### src/rtl/ccr_unit.sv
module ccr_unit #(
  parameter int W = 8
) (
  input  logic         clk,
  input  logic         rst_n,
  input  logic [2:0]   op_class,
  input  logic [W-1:0] opnd_a,
  input  logic [W-1:0] opnd_b,
  input  logic [W-1:0] result,
  input  logic         irq_enter,
  input  logic         stack_done,
  input  logic         restore,
  input  logic [7:0]   restore_val,
  input  logic         mask_set,
  input  logic         mask_clr,
  output logic [7:0]   ccr,
  output logic         irq_en
);

  localparam int MSB = W - 1;

  logic v, h, i, n, z, c, armed;

  wire is_add   = (op_class == 3'd1) || (op_class == 3'd2);
  wire is_sub   = (op_class == 3'd3) || (op_class == 3'd4);
  wire is_logic = (op_class == 3'd5);
  wire touch_nz = is_add || is_sub || is_logic;

  wire a7 = opnd_a[MSB];
  wire b7 = opnd_b[MSB];
  wire r7 = result[MSB];
  wire a3 = opnd_a[3];
  wire b3 = opnd_b[3];
  wire r3 = result[3];

  wire add_c = (a7 & b7) | (b7 & ~r7) | (~r7 & a7);
  wire add_v = (a7 & b7 & ~r7) | (~a7 & ~b7 & r7);
  wire add_h = (a3 & b3) | (b3 & ~r3) | (~r3 & a3);
  wire sub_c = (~a7 & b7) | (b7 & r7) | (r7 & ~a7);
  wire sub_v = (a7 & ~b7 & ~r7) | (~a7 & b7 & r7);

  always_ff @(posedge clk) begin
    if (!rst_n) begin
      {v, h, n, z, c} <= '0;
    end else if (restore) begin
      v <= restore_val[7];
      h <= restore_val[4];
      n <= restore_val[2];
      z <= restore_val[1];
      c <= restore_val[0];
    end else begin
      if (touch_nz) begin
        n <= r7;
        z <= ~|result;
      end
      if (is_add) begin
        c <= add_c;
        v <= add_v;
        h <= add_h;
      end
      if (is_sub) begin
        c <= sub_c;
        v <= sub_v;
      end
      if (is_logic) v <= 1'b0;
    end
  end

  always_ff @(posedge clk) begin
    if (!rst_n) begin
      i     <= 1'b1;
      armed <= 1'b0;
    end else begin
      if (armed && stack_done) armed <= 1'b0;
      else if (irq_enter)      armed <= 1'b1;
      if (restore)                  i <= restore_val[3];
      else if (armed && stack_done) i <= 1'b1;
      else if (mask_set)            i <= 1'b1;
      else if (mask_clr)            i <= 1'b0;
    end
  end

  assign ccr    = {v, 2'b11, h, i, n, z, c};
  assign irq_en = ~ccr[3];


  mask_rise_chk: assert property (@(posedge clk) disable iff (!rst_n)
    $rose(ccr[3]) |-> ($past(restore) || $past(mask_set) || $past(stack_done)));


  mask_fall_chk: assert property (@(posedge clk) disable iff (!rst_n)
    $fell(ccr[3]) |-> ($past(restore) || $past(mask_clr)));


  restore_load_chk: assert property (@(posedge clk) disable iff (!rst_n)
    restore |=> (ccr == ($past(restore_val) | 8'h60)));


  half_hold_chk: assert property (@(posedge clk) disable iff (!rst_n)
    (!restore && !is_add) |=> $stable(ccr[4]));


  idle_hold_chk: assert property (@(posedge clk) disable iff (!rst_n)
    (!restore && !touch_nz) |=> ($stable(ccr[7]) && $stable(ccr[2:0])));

endmodule

### config.mk
export PLATFORM = sky130hd
export DESIGN_NAME = ccr_unit
export DESIGN_NICKNAME = d
export VERILOG_FILES = /design/src/rtl/ccr_unit.sv
export SDC_FILE = /design/constraint.sdc
export NUM_CORES = 1
export LEC_CHECK = 0
export ABC_AREA = 1
export ABC_CLOCK_PERIOD_IN_PS = 2900
export CAP_MARGIN = 25
export CORE_MARGIN = 5
export CORE_UTILIZATION = 33
export DETAILED_ROUTE_END_ITERATION = 6
export HOLD_SLACK_MARGIN = 0.1
export PLACE_DENSITY_LB_ADDON = 0.12
export SLEW_MARGIN = 40
export SYNTH_ARGS = -nofsm -noshare
export SYNTH_HDL_FRONTEND = slang
export SYNTH_SLANG_ARGS = --single-unit
### constraint.sdc
create_clock -name clk -period 2.9 [get_ports clk]
set_clock_uncertainty 0.15 [all_clocks]
set_input_delay 0.87 -clock clk [delete_from_list [all_inputs] [get_ports clk]]
set_output_delay 0.87 -clock clk [all_outputs]
set_load 0.005 [all_outputs]
**Yosys cells after proc, flatten, opt, wreduce, memory -nomap -nowiden**

Index checks and enable logic that the tools add are counted.

- Add/sub/neg operators: 0
- $mul: 0
- Div/mod/pow operators: 0
- Order comparisons: 0
- Equality and inequality tests: 5
- Shifts and indexed selects: 0
- Mux-type cells: 17
- Bitwise gates (word level): 29
- Reduce and logical (&&, ||, !) cells: 13

Operators with widths:

| cell | number |
|---|---|
| $mux 1 | 17 |
| $and 1x1->1 | 15 |
| $or 1x1->1 | 8 |
| $reduce_bool 4->1 | 2 |
| $reduce_or 8->1 | 1 |
| $eq 3x2->1 const B | 2 |
| $eq 3x3->1 const B | 2 |
| $not 1->1 | 6 |
| $logic_or 1x1->1 | 4 |
| $reduce_bool 2->1 | 2 |
| $eq 3x1->1 const B | 1 |
| $reduce_bool 3->1 | 1 |
| $reduce_or 2->1 | 1 |
| $logic_and 1x1->1 | 1 |
| $logic_not 1->1 | 1 |

- Register bits: 7
- Latch bits: 0
- Memory bits (writable): 0
- ROM bits: 0
- Bits of input ports: 42
- Output and inout port bits: 9
- Word-level logic and storage cells: 71
- Memories kept: 0

**Longest topological paths before layout**

- Depth after elaboration: 8
- Gate-level depth with buffers: 7
- Gate-level depth less buffers: 7

**Least setup slack after synthesis**

Ideal clock, no wire load.

- Path type: input-to-reg
- Start: input op_class[0]
- End: register c
- Setup time: 122 ps
- Arrival: 1419 ps
- Data required time: 2628 ps
- Path slack: 1209 ps
- Stages on the path: 6
- Buffers on the path: 0
- Path through: nor2_2 > nand2_2 > nand2_2 > inv_2 > a21boi_0 > a21oi_1

- Word-level cells in the longest chain between the ends: 4
- Elaborated cells between the ends (all ways): 9
- Those cells by class: eq/ne (4); mux (2); reduce/logical (3)

RTL lines:

| what | line | source |
|---|---|---|
| start, declared | 6 | `input logic [2:0] op_class,` |
| $eq 3x2->1 / $eq 3x3->1 (equally long branches) | 25 | `wire is_sub = (op_class == 3'd3) \|\| (op_class == 3'd4);` |
| $logic_or 1x1->1 | 25 |  |
| $mux 1 | 61 | `if (is_sub) begin` |
| $mux 1 | 45 | `end else if (restore) begin` |
| end signal, assigned | 50 | `c <= restore_val[0];` |
| end signal, assigned | 62 | `c <= sub_c;` |
| end, declared | 22 | `logic v, h, i, n, z, c, armed;` |

Parallel ways exist; a longest one is shown, timed or not.
A chain may end at the register's enable or synchronous reset.

**Final worst setup path**

- Start: register i
- End: output irq_en

- Word-level cells in the longest chain between the ends: 1

RTL lines:

| what | line | source |
|---|---|---|
| start, declared | 22 |  |
| start signal, assigned | 76 | `if (restore) i <= restore_val[3];` |
| $not 1->1 | 84 | `assign irq_en = ~ccr[3];` |
| end, declared | 17 | `output logic irq_en` |

No other way between the ends.

==> run metrics <==
outcome=complete, no violations; Via density=4.18; met3 WL=85 µm; switching portion of total power=28.7%; ratio of final minimum period to clock period=74.3%; WL final=1490 µm; post-route insts no fill=161; Core ar.=1730 µm²; Worst path max stage delay=0.50 ns; Post-DRT Antenna Nets=0; Yosys cell types=17; Sw Pwr=89.2 µW; post-DP HPWL=1280 µm; Crit Path Max Fanout=2; fin nets=179; initial antenna violation count=0; first-pass GRT wire length=2370 µm; height of the die=52.5 µm; Lkg Pwr=0.000454 µW; largest cells by area after synthesis=dfxtp_1 (23%), nand2_1 (18%), buf_4 (11%); Initial Util=34.6%; Layout Cell Area excl Fill=938 µm²; internal power=222 µW; register area share after synthesis=23.5%; hold buffer count at cts=0; Die ar.=2760 µm²; Layout area overhead=57.2%; largest net degree at the start of global routing=10; RePlAce Congestion=0.798; Clock transition at path regs=0.06 ns; Routed met2 length=717 µm; ys flop type=dfxtp_1; share of cells above drive strength 1=7.35%; Metal-1 WL=681 µm; crit path capture type=primary output; combinational share of power=35.1%; cell accounting for the most synthesized area=dfxtp_1; mean post-synth cell area=5.68 µm²; Ant. Diodes=0; CTS Buffer Depth=2; Post-CTS Resized=0; synthesized area=597 µm²; #FFs+latches synth=7; CTS tree=done; Post-DP Area=912 µm²; CP required=1.88 ns; Hold Vio Cnt, Final=0; vias in the first global route=619; DRT iter0 DRCs=6; # DRC=0; Worst path slowest cell=clkdlybuf4s50_1; Startpoint Class=register; Setup Viol. Count Final=0; Hold/Removal Path Class=register to register; WL per Instance=9.27 µm; DR vias=673; Final Slew Violations=0; Root Driver=clkbuf_4; number of synthesized flops with an enable pin=0; Ports=51; PwrDens=332 nW/µm²; max cap viols=0; Synth warnings=0; Remaining Overflow, GRT=0; CP cell instances=inv_1, clkdlybuf4s50_1; crit path time final=2.15 ns; top-area cell type share of the netlist area=23.5%; Inst Count DP=157; input/output buffers=34; H-Tree Depth=1; post-CTS setup buffers=0; setup TNS=0 ns; top sig layer=met4; Seq pwr share=34.8%; overall routing resource usage=11.4%; Clock power frac=30.1%; Worst VDD drop=0.117 mV; asr flop ratio synth=0%; RSZ-0062 raised after global routing=no; critical setup path kind=register to primary output; arrival time at the worst endpoint=1.13 ns; Clock Latency Late Sink=0.25 ns; row count=15; Gate Count Post-Synth=105; CTS Sinks=7; Die Width=52.5 µm; fmax=464 MHz; TritonCTS buffer count=3; DRT Pass-1 Iters=4; Fillers=185
-- state kept, by name (all words and copies together), names as in the netlist --
name   flops
armed      1
n          1
i          1
v          1
z          1
h          1
c          1
-- synth_stat cells, types with 2 or more instances --
library cell	count
a21oi_1	3
buf_4	9
dfxtp_1	7
inv_1	13
nand2_1	28
nand2_2	2
nand3_1	7
nor2_1	16
nor2_2	2
o21ai_0	11
-- worst max-delay path: cells and delay by family, from the launching register on --
| family | cells | cell delay, ns |
|---|---|---|
| buffers and inverters | 2 | 0.57 |
| flip-flops | 1 | 0.31 |
-- cell usage in the layout (no fill, tap or decap) --
cell,instances
inv_2,1
a21oi_1,3
dfxtp_1,7
clkdlybuf4s50_1,34
nor2_4,1
nand2_1,28
nand4_1,1
nand2_2,2
nand3_1,7
o21bai_1,1
nor2_1,16
conb_1,2
nor3_1,1
buf_4,1
nor2_2,2
o21ai_0,11
clkbuf_1,1
clkbuf_4,3
a21boi_0,1
inv_1,13
-- power groups by stage --
| stage | Sequential [µW] | Clock (µW) | Combinational (µW) |
|---|---|---|---|
| after global placement | 110 | 0 | 109 |
| after detailed placement | 111 | 0 | 110 |
| after CTS | 109 | 96.0 | 110 |
| after floorplan | 110 | 0 | 56.4 |
| final | 108 | 93.7 | 109 |
| after global routing | 109 | 100 | 122 |
-- layer usage --
metal	GRT usage (%)	up-vias
li1	-	381
met1	14.0	266
met2	18.4	24
met3	2.28	2
met4	6.38	0
met5	0	-
-- kinds of logic after synthesis --
family	count (synthesis)	synth area share, %
simple gates	58	41.5
buf+inv	23	20.1
compound gates	16	14.3
flops	7	23.5
other cells	1	0.628
-- through the flow --
step                      util [%]  power (µW)  setup slack (ns)  hold WS (ns)
after floorplan                  -         166              1.21         0.305
after global placement        52.8         219             0.523         0.317
after detailed placement      52.8         221             0.527         0.324
after CTS                     54.3         315             0.735         0.338
after global routing          54.3         332             0.659         0.373
final                         54.3         311             0.746         0.334
-- worst paths after layout --
check | startpoint | end | slack, ns | depth (start not counted)
worst max-delay path | i$_SDFFE_PN1P_ | irq_en | 0.75 | 2
worst min-delay path | n$_SDFFE_PN0P_ | n$_SDFFE_PN0P_ | 0.33 | 2
worst max register to register | armed$_SDFFE_PP0P_ | i$_SDFFE_PN1P_ | 2.00 | 4
worst min register to register | n$_SDFFE_PN0P_ | n$_SDFFE_PN0P_ | 0.33 | 2
-- final cells by class --
cell class | instances | area (µm²) | share of cell area (%)
multi-input combinational | 76 | 340 | 36.3
clock buffer | 4 | 26.3 | 2.80
sequential | 7 | 140 | 14.9
timing repair buffer | 35 | 348 | 37.1
tap | 25 | 31.3 | 3.33
inverter | 14 | 52.6 | 5.60
Power figures use the tool's default switching activity.
